File: src/rtl/rq_sad_pkg.sv
package rq_sad_pkg;
  localparam int DEF_PIX_W = 8;
  localparam int DEF_NPIX  = 16;
  localparam int DEF_RES_W = 6;

  function automatic int sad_width(input int pix_w, input int npix);
    return $clog2(npix * ((1 << pix_w) - 1) + 1);
  endfunction
endpackage

File: src/rtl/sad_accum.sv
module sad_accum #(
  parameter int PIX_W = 8,
  parameter int SAD_W = 12
) (
  input  logic             clk,
  input  logic             rst_n,
  input  logic             take,
  input  logic             restart,
  input  logic [PIX_W-1:0] cur,
  input  logic [PIX_W-1:0] refp,
  output logic [SAD_W-1:0] sad
);
  logic [PIX_W-1:0] diff;

  always_comb diff = (cur >= refp) ? (cur - refp) : (refp - cur);

  always_ff @(posedge clk or negedge rst_n) begin
    if (!rst_n)       sad <= '0;
    else if (take) begin
      if (restart)    sad <= SAD_W'(diff);
      else            sad <= sad + SAD_W'(diff);
    end
  end
endmodule

File: src/rtl/rq_code_gen.sv
module rq_code_gen #(
  parameter int PIX_W = 8,
  parameter int RES_W = 6,
  parameter int QUO_W = 6
) (
  input  logic             clk,
  input  logic             rst_n,
  input  logic             take,
  input  logic             restart,
  input  logic [PIX_W-1:0] cur,
  input  logic [PIX_W-1:0] refp,
  output logic [RES_W-1:0] res,
  output logic [QUO_W-1:0] quo
);
  localparam int DQ_W = PIX_W - RES_W;

  logic [PIX_W-1:0] diff;
  logic [RES_W-1:0] d_res;
  logic [DQ_W-1:0]  d_quo;
  logic [RES_W:0]   res_sum;

  always_comb begin
    diff    = (cur >= refp) ? (cur - refp) : (refp - cur);
    d_res   = diff[RES_W-1:0];
    d_quo   = diff[PIX_W-1:RES_W];
    res_sum = {1'b0, res} + {1'b0, d_res};
  end

  always_ff @(posedge clk or negedge rst_n) begin
    if (!rst_n) begin
      res <= '0;
      quo <= '0;
    end else if (take) begin
      if (restart) begin
        res <= d_res;
        quo <= QUO_W'(d_quo);
      end else begin
        res <= res_sum[RES_W-1:0];
        quo <= quo + QUO_W'(d_quo) + QUO_W'(res_sum[RES_W]);
      end
    end
  end


  residue_carry_chk: assert property (@(posedge clk) disable iff (!rst_n)
    take && !restart |=> res == RES_W'($past(res) + $past(d_res)));
endmodule

File: src/rtl/rq_check_recover.sv
module rq_check_recover #(
  parameter int SAD_W = 12,
  parameter int RES_W = 6
) (
  input  logic                   clk,
  input  logic                   rst_n,
  input  logic [SAD_W-1:0]       pe_sad,
  input  logic [RES_W-1:0]       gen_res,
  input  logic [SAD_W-RES_W-1:0] gen_quo,
  output logic                   err,
  output logic [SAD_W-1:0]       sel_sad
);
  localparam int QUO_W = SAD_W - RES_W;

  logic [RES_W-1:0] act_res;
  logic [QUO_W-1:0] act_quo;
  logic [SAD_W-1:0] rebuilt;

  always_comb begin
    act_res = pe_sad[RES_W-1:0];
    act_quo = pe_sad[SAD_W-1:RES_W];
    err     = (act_res != gen_res) || (act_quo != gen_quo);
    rebuilt = (SAD_W'(gen_quo) << RES_W) + SAD_W'(gen_res);
    sel_sad = err ? rebuilt : pe_sad;
  end


  recover_match_chk: assert property (@(posedge clk) disable iff (!rst_n)
    sel_sad == {gen_quo, gen_res});
endmodule

File: src/rtl/rq_sad_guard.sv
module rq_sad_guard
  import rq_sad_pkg::*;
#(
  parameter int PIX_W = DEF_PIX_W,
  parameter int NPIX  = DEF_NPIX,
  parameter int RES_W = DEF_RES_W,
  parameter int SAD_W = sad_width(DEF_PIX_W, DEF_NPIX)
) (
  input  logic             clk,
  input  logic             rst_n,
  input  logic             in_valid,
  output logic             in_ready,
  input  logic             in_first,
  input  logic [PIX_W-1:0] in_cur,
  input  logic [PIX_W-1:0] in_ref,
  input  logic [SAD_W-1:0] fault_mask,
  output logic             out_valid,
  input  logic             out_ready,
  output logic [SAD_W-1:0] out_data,
  output logic             out_err
);
  localparam int QUO_W = SAD_W - RES_W;
  localparam int CNT_W = $clog2(NPIX + 1);

  logic             take, restart, last;
  logic [CNT_W-1:0] cnt;
  logic [SAD_W-1:0] pe_sad, pe_faulty;
  logic [RES_W-1:0] gen_res;
  logic [QUO_W-1:0] gen_quo;
  logic             chk_err;

  assign in_ready = !out_valid;
  assign take     = in_valid && in_ready;
  assign restart  = in_first || (cnt == '0);
  assign last     = take && (restart ? (NPIX == 1) : (cnt == CNT_W'(NPIX - 1)));

  always_ff @(posedge clk or negedge rst_n) begin
    if (!rst_n) cnt <= '0;
    else if (take) begin
      if (last)         cnt <= '0;
      else if (restart) cnt <= CNT_W'(1);
      else              cnt <= cnt + 1'b1;
    end
  end

  always_ff @(posedge clk or negedge rst_n) begin
    if (!rst_n)                      out_valid <= 1'b0;
    else if (last)                   out_valid <= 1'b1;
    else if (out_valid && out_ready) out_valid <= 1'b0;
  end

  sad_accum #(.PIX_W(PIX_W), .SAD_W(SAD_W)) u_pe (
    .clk(clk), .rst_n(rst_n), .take(take), .restart(restart),
    .cur(in_cur), .refp(in_ref), .sad(pe_sad));

  rq_code_gen #(.PIX_W(PIX_W), .RES_W(RES_W), .QUO_W(QUO_W)) u_gen (
    .clk(clk), .rst_n(rst_n), .take(take), .restart(restart),
    .cur(in_cur), .refp(in_ref), .res(gen_res), .quo(gen_quo));

  assign pe_faulty = pe_sad ^ fault_mask;

  rq_check_recover #(.SAD_W(SAD_W), .RES_W(RES_W)) u_chk (
    .clk(clk), .rst_n(rst_n), .pe_sad(pe_faulty), .gen_res(gen_res),
    .gen_quo(gen_quo), .err(chk_err), .sel_sad(out_data));

  assign out_err = out_valid && chk_err;


  done_after_take_chk: assert property (@(posedge clk) disable iff (!rst_n)
    $rose(out_valid) |-> $past(take));

  clean_no_flag_chk: assert property (@(posedge clk) disable iff (!rst_n)
    out_valid && (fault_mask == '0) |-> !out_err && (out_data == pe_sad));

  fault_flag_chk: assert property (@(posedge clk) disable iff (!rst_n)
    out_valid && (fault_mask != '0) |-> out_err && (out_data == pe_sad));

  hold_result_chk: assert property (@(posedge clk) disable iff (!rst_n)
    out_valid && !out_ready |=> out_valid && $stable(pe_sad) && !take);
endmodule

File: config.mk
export PLATFORM = sky130hd
export DESIGN_NAME = rq_sad_guard
export DESIGN_NICKNAME = d
export VERILOG_FILES = /design/src/rtl/rq_sad_pkg.sv /design/src/rtl/sad_accum.sv /design/src/rtl/rq_code_gen.sv /design/src/rtl/rq_check_recover.sv /design/src/rtl/rq_sad_guard.sv
export SDC_FILE = /design/constraint.sdc
export NUM_CORES = 1
export LEC_CHECK = 0
export ABC_AREA = 1
export CORE_ASPECT_RATIO = 0.5
export CORE_MARGIN = 2
export CORE_UTILIZATION = 50
export CTS_CLUSTER_SIZE = 10
export DETAILED_ROUTE_END_ITERATION = 16
export PLACE_DENSITY = 0.74
export SLEW_MARGIN = 10
export SYNTH_ARGS = -nofsm -noshare
export SYNTH_HDL_FRONTEND = slang
export SYNTH_SLANG_ARGS = --single-unit
File: constraint.sdc
create_clock -name clk -period 5.5 [get_ports clk]
set_input_delay 0.825 -clock clk [delete_from_list [all_inputs] [get_ports clk]]
set_output_delay 0.825 -clock clk [all_outputs]
set_load 0.005 [all_outputs]
==> results of run 1 <==
## layer usage
metal,GRT usage (%),vias up,part of all wire [%]
met5,0,-,0
met4,3.74,0,0.51
met3,2.65,4,5.4
met2,34.2,72,44
met1,32.0,1466,50
li1,-,1781,-
## cells in the mapped netlist (all sizes together), types with 5 or more instances
cell type and instances:
nand2 194, inv 94, nand3 53, nor2 36, ha 33, dfrtp 30
a21oi 21, clkbuf 14, xor2 14, o21ai 7, xnor2 7, fa 6
nand4 6, or2 5
## final timing paths
| path | to | from | slack (ns) |
|---|---|---|---|
| max | u_gen.quo[4] | in_ref[1] | 0.76 |
| min | cnt[4] | cnt[4] | 0.51 |
| max reg2reg | u_gen.quo[4] | u_gen.res[0] | 2.57 |
| min reg2reg | cnt[4] | cnt[4] | 0.51 |
| max in group asynchronous | cnt[2] | rst_n | 4.27 |
| min in group asynchronous | u_pe.sad[3] | rst_n | 0.94 |
## placed cells by master (no fill, tap or decap), types with 4 or more instances in the layout
cell	Yosys	final
a21oi_1	21	21
a22oi_1	4	4
clkbuf_16	0	5
clkdlybuf4s50_1	0	47
dfrtp_1	30	30
fa_1	6	6
ha_1	33	33
inv_1	93	93
nand2_1	194	194
nand3_1	53	53
nand3b_1	4	4
nand4_1	6	6
nor2_1	34	34
o21ai_0	5	5
or2_2	5	5
xnor2_1	7	7
xor2_1	14	14
## logic make-up after synthesis
logic type / count (synthesis) / share of synthesized area [%]
AO/OA/AOI/OAI: 42 / 7.00
XOR/XNOR: 21 / 5.33
buffers and inverters: 111 / 12.5
adder cells (fa/ha/maj): 39 / 15.5
AND/OR/NAND/NOR: 306 / 37.9
flip-flops: 30 / 21.8
## flip-flops by register name, summed over array words and instances, names as in the netlist
name / flops
cnt: 5
u_pe.sad: 12
u_gen.res: 6
u_gen.quo: 6
out_valid: 1
## power groups by stage
stage / Combinational, mW / Clock [mW] / Sequential, mW
final: 0.951 / 0.278 / 0.404
after global routing: 1.09 / 0.294 / 0.421
after CTS: 0.947 / 0.282 / 0.402
after detailed placement: 0.940 / 0 / 0.405
after global placement: 0.919 / 0 / 0.404
after floorplan: 0.710 / 0 / 0.375
## through the flow
stage / hold slack [ns] / worst slack [ns] / std cells
floorplan: 0.474 / 1.39 / 549
global placement: 0.497 / 0.622 / 672
detailed placement: 0.495 / 0.470 / 672
CTS: 0.507 / 0.752 / 680
global route: 0.561 / 0.350 / 680
finish: 0.507 / 0.757 / 680
## layout make-up
type / count / area, µm²
Multi-Input combinational cell: 408 / 2270
Timing Repair Buffer: 48 / 478
Clock buffer: 6 / 139
Inverter: 94 / 355
Sequential cell: 30 / 751
Clock inverter: 2 / 12.5
Tap cell: 92 / 115
Fill cell: 638 / 2560
## worst max-delay path, delay by kind of cell
family          cells  cell delay (ns)
buf+inv             3             0.71
simple gates       10             1.15
compound gates      3             0.34
fa+ha+maj           4             1.81
==> results.sh, run 1 <==
export IMPL_finalClockSkew_ns=0.00301
export IMPL_first_pass_iters=4
export IMPL_power_frac_clock_pct=17.0
export IMPL_rsz0062_at_grt="false"
export IMPL_power_density_nw_per_um2=396
export IMPL_postRouteAntennaNets=0
export IMPL_synth_seq_cells=30
export IMPL_syn_area_per_cell_um2=6.28
export IMPL_p_int_mw=0.889
export IMPL_worstPathMaxFanout=7
export IMPL_setup_tns_ns=0
export IMPL_fin_area_um2=4120
export IMPL_place_area_um2=3970
export IMPL_arrival_ns=4.86
export IMPL_clock_sinks=30
export IMPL_worstPathRequired_ns=5.62
export IMPL_combinationalPowerShare_pct=58.2
export IMPL_post_dp_hpwl_um=6250
export IMPL_dieArea_um2=7620
export IMPL_switching_share_pct=45.6
export IMPL_syn_to_final_growth_pct=19.4
export IMPL_drive_above_1_share_pct=3.06
export IMPL_ctsHoldBuffers=0
export IMPL_grt_pass1_wl_um=13300
export IMPL_fp_dieH_um=62.7
export IMPL_synth_top_flop_cell="dfrtp_1"
export IMPL_drt_iter0_markers=216
export IMPL_power_frac_seq_pct=24.7
export IMPL_syn_nets=621
export IMPL_grt_max_degree=31
export IMPL_seq_area_frac_synth_pct=21.8
export IMPL_grt_ovfl_total=0
export IMPL_finalSetupViolCount=0
export IMPL_clk_latency_ns=0.27
export IMPL_synth_edf_count=0
export IMPL_ctsResizeCount=0
export IMPL_ctsRootBufferMaster="clkbuf_16"
export IMPL_yosys_cell_types_count=34
export IMPL_fmax_mhz=211
export IMPL_crit_type="in -> reg"
export IMPL_p_total_mw=1.63
export IMPL_grt_pass1_vias=2932
export IMPL_cp_slowest_cell="clkdlybuf4s50_1"
export IMPL_vias_per_cell=4.89
export IMPL_post_cts_buffers=0
export IMPL_htree_levels=2
export IMPL_wirelength_um=7710
export IMPL_antenna_cells=0
export IMPL_finalCritPeriodShare_pct=86.2
export IMPL_synth_area_leaders="dfrtp_1 (22%), nand2_1 (21%), ha_1 (12%)"
export IMPL_slew_headroom_pct=34.6
export IMPL_rows=21
export IMPL_async_flop_share_pct=100
export IMPL_cts_buffer_depth=2
export IMPL_final_hold_violation_count=0
export IMPL_worstMarginPinSlew_ns=0.977
export IMPL_fin_util_pct=61.7
export IMPL_yosysWarnings=0
export IMPL_syn_area_um2=3450
export IMPL_core_um2=6670
export IMPL_grt_total_usage_pct=21.6
export IMPL_antenna_found_initial=0
export IMPL_vdd_ir_drop_max_mv=0.157
export IMPL_fin_nets=659
export IMPL_drc_errors=0
export IMPL_cp_end_kind="flip-flop"
export IMPL_routedWlPerCell_um=11.3
export IMPL_die_w_um=121
export IMPL_synth_top_area_share_pct=21.8
export IMPL_port_buffers=47
export IMPL_initial_core_util_pct=51.7
export IMPL_cts_reportedPaths_clkPinSlew_ns=0.05
export IMPL_cap_violations=0
export IMPL_crit_chain="clkdlybuf4s50_1, inv_1, fa_1, nand3_1, nand3_1, nand2_1, nand3_1, nand2_1, nand2_1, fa_1, nand3_1, a21boi_0, nor2_1, o21bai_1, fa_1, fa_1, nand3_1, inv_1, a21oi_1, nor3_1"
export IMPL_switchingPower_mw=0.744
export IMPL_r2r_cells=12
export IMPL_p_leak_nw=2.26
export IMPL_cts_buffers=5
export IMPL_path_common_cell="nand3_1"
export IMPL_cts_tree="done"
export IMPL_critPathLaunchType="primary input"
export IMPL_hold_path_class="reg -> reg"
export IMPL_vias=3323
export IMPL_slew_violations=0
export IMPL_netlist_instances=549
export IMPL_finalCriticalPeriod_ns=4.74
export IMPL_slowest_delay_ns=0.54
export IMPL_status="finished clean"
export IMPL_yosysTopAreaCell="dfrtp_1"
export IMPL_min_path_cells=2
export IMPL_gp_congestion=0.891
export IMPL_ioPinCount=48
No activity file was read; power rests on OpenSTA's default activity.
==> inputs of run 2 (changes only) <==
Settings changed: CELL_PAD_IN_SITES_DETAIL_PLACEMENT from default to 0, CELL_PAD_IN_SITES_GLOBAL_PLACEMENT from default to 1, CORE_UTILIZATION 50 to 40, PLACE_DENSITY 0.74 to default, PLACE_DENSITY_LB_ADDON from default to 0.1.
==> run 2 against run 1 <==
Compared with the run above: via count fell by 2.3%; count of clock-buffer cells in the layout did not move; core utilization fell by 10 points; sequential power barely moved; die area rose by 24%; largest power group unchanged.
==> results.sh, run 2 (same netlist as run 1, synthesis figures left out) <==
export IMPL_status="finished clean"
export IMPL_hold_slack_ns=0.514
export IMPL_dpl_cell_count=693
export IMPL_antenna_cells=0
export IMPL_die_w_um=135
export IMPL_ctsHoldBuffers=0
export IMPL_post_cts_buffers=0
export IMPL_rsz0062_at_grt="false"
export IMPL_slew_violations=0
export IMPL_cts_buffer_depth=2
export IMPL_antenna_found_initial=0
export IMPL_slew_headroom_pct=50.4
export IMPL_p_leak_nw=2.29
export IMPL_final_cell_mix="nand2_1 (194), inv_1 (93), nand3_1 (53), clkdlybuf4s50_1 (47), nor2_1 (34)"
export IMPL_crit_type="in -> reg"
export IMPL_cp_end_kind="flip-flop"
export IMPL_nFillCells=830
export IMPL_grt_total_usage_pct=18.5
export IMPL_p_total_mw=1.72
export IMPL_ioPinCount=48
export IMPL_gp_congestion=0.817
export IMPL_worstPathMaxFanout=7
export IMPL_cts_buffers=5
export IMPL_finalCritPeriodShare_pct=84.6
export IMPL_crit_chain="clkdlybuf4s50_1, inv_1, fa_1, nand3_1, nand3_1, nand2_1, nand3_1, nand2_1, nand2_1, fa_1, nand3_1, a21boi_0, nor2_1, o21bai_1, fa_1, fa_1, nand3_1, inv_1, a211oi_1"
export IMPL_hold_start="cnt[4]"
export IMPL_core_um2=8170
export IMPL_cap_violations=0
export IMPL_finalSetupViolCount=0
export IMPL_critPathLaunchType="primary input"
export IMPL_layoutNonFillerInstCount=701
export IMPL_slowest_delay_ns=0.54
export IMPL_post_dp_hpwl_um=6540
export IMPL_vdd_ir_drop_max_mv=0.147
export IMPL_cp_slowest_cell="clkdlybuf4s50_1"
export IMPL_layout_commonest_cell="nand2_1"
export IMPL_final_hold_violation_count=0
export IMPL_grt_pass1_wl_um=14100
export IMPL_combinationalPowerShare_pct=54.6
export IMPL_drive_above_1_share_pct=3.23
export IMPL_htree_levels=2
export IMPL_cts_reportedPaths_clkPinSlew_ns=0.05
export IMPL_vias=3248
export IMPL_clk_latency_ns=0.28
export IMPL_largest_register="u_pe.sad"
export IMPL_clock_sinks=30
export IMPL_fin_nets=660
export IMPL_finalClockSkew_ns=0.00333
export IMPL_routedWlPerCell_um=11.5
export IMPL_grt_pass1_vias=3077
export IMPL_grt_ovfl_total=0
export IMPL_power_frac_clock_pct=21.7
export IMPL_largest_register_ffs=12
export IMPL_arrival_ns=4.84
export IMPL_first_pass_iters=4
export IMPL_wirelength_um=8080
export IMPL_power_frac_seq_pct=23.7
export IMPL_drc_errors=0
export IMPL_port_buffers=47
export IMPL_ctsRootBufferMaster="clkbuf_16"
export IMPL_initial_core_util_pct=42.2
export IMPL_postRouteAntennaNets=0
export IMPL_hold_path_class="reg -> reg"
export IMPL_fp_dieH_um=69.7
export IMPL_switchingPower_mw=0.737
export IMPL_worstPathRequired_ns=5.69
export IMPL_crit_start="in_ref[1]"
export IMPL_p_int_mw=0.980
export IMPL_fmax_mhz=215
export IMPL_reg_largest_list="u_pe.sad: 12 flops, u_gen.quo: 6 flops, u_gen.res: 6 flops"
export IMPL_ctsResizeCount=0
export IMPL_setup_tns_ns=0
export IMPL_power_density_nw_per_um2=409
export IMPL_finalCriticalPeriod_ns=4.65
export IMPL_syn_to_final_growth_pct=21.7
export IMPL_vias_per_cell=4.63
export IMPL_switching_share_pct=42.9
export IMPL_path_common_cell="nand3_1"
export IMPL_dieArea_um2=9430
export IMPL_r2r_start="u_gen.res[0]"
export IMPL_worstMarginPinSlew_ns=0.741
export IMPL_rows=23
export IMPL_cts_tree="done"
export IMPL_drt_iter0_markers=148
export IMPL_grt_max_degree=31
[run 2: final timing paths]
path                            slack (ns)  cells past startpoint      endpoint
worst max-delay path                  0.85                     19  u_gen.quo[2]
max in group asynchronous             4.26                      2  u_gen.quo[2]
worst min register to register        0.51                      2        cnt[4]
min in group asynchronous             0.95                      2   u_pe.sad[0]
worst max register to register        2.68                     11  u_gen.quo[2]
worst min-delay path                  0.51                      2        cnt[4]
[run 2: layout make-up]
type	instances	area, µm²	area share [%]
clock inverter	2	60.1	1.43
tap	112	140	3.34
timing repair buffer	49	485	11.6
sequential	30	751	17.9
multi-input combinational	408	2270	54.0
clock buffer	6	139	3.31
inverter	94	355	8.46
[run 2: metrics by stage]
stage	area (µm²)	util [%]	setup slack (ns)
CTS	4200	51.4	0.840
global placement	4000	48.9	0.639
detailed placement	4000	48.9	0.577
floorplan	3450	-	1.39
finish	4200	51.4	0.846
global route	4200	51.4	0.484
[run 2: power by group through the flow]
stage	Combinational, mW	Sequential (mW)	Clock (mW)
detailed placement	0.938	0.409	0
global route	1.09	0.423	0.395
floorplan	0.710	0.375	0
finish	0.938	0.406	0.373
global placement	0.938	0.411	0
CTS	0.944	0.407	0.381
[run 2: worst max-delay path: cells and delay by family]
kind / cells / cell delay (ns)
buffers and inverters: 3 / 0.71
AOI/OAI and AO/OA: 3 / 0.40
adders and majority gates: 4 / 1.78
and+or+nand+nor: 9 / 1.11
[run 2: per-layer routing]
layer  share of wire [%]  GRT usage [%]  vias to the layer above
li1                    -              -                     1788
met1                  54           26.8                     1402
met2                  42           28.5                       49
met3                 3.2           3.07                        9
met4                0.84           4.63                        0
met5                   0              0                        -
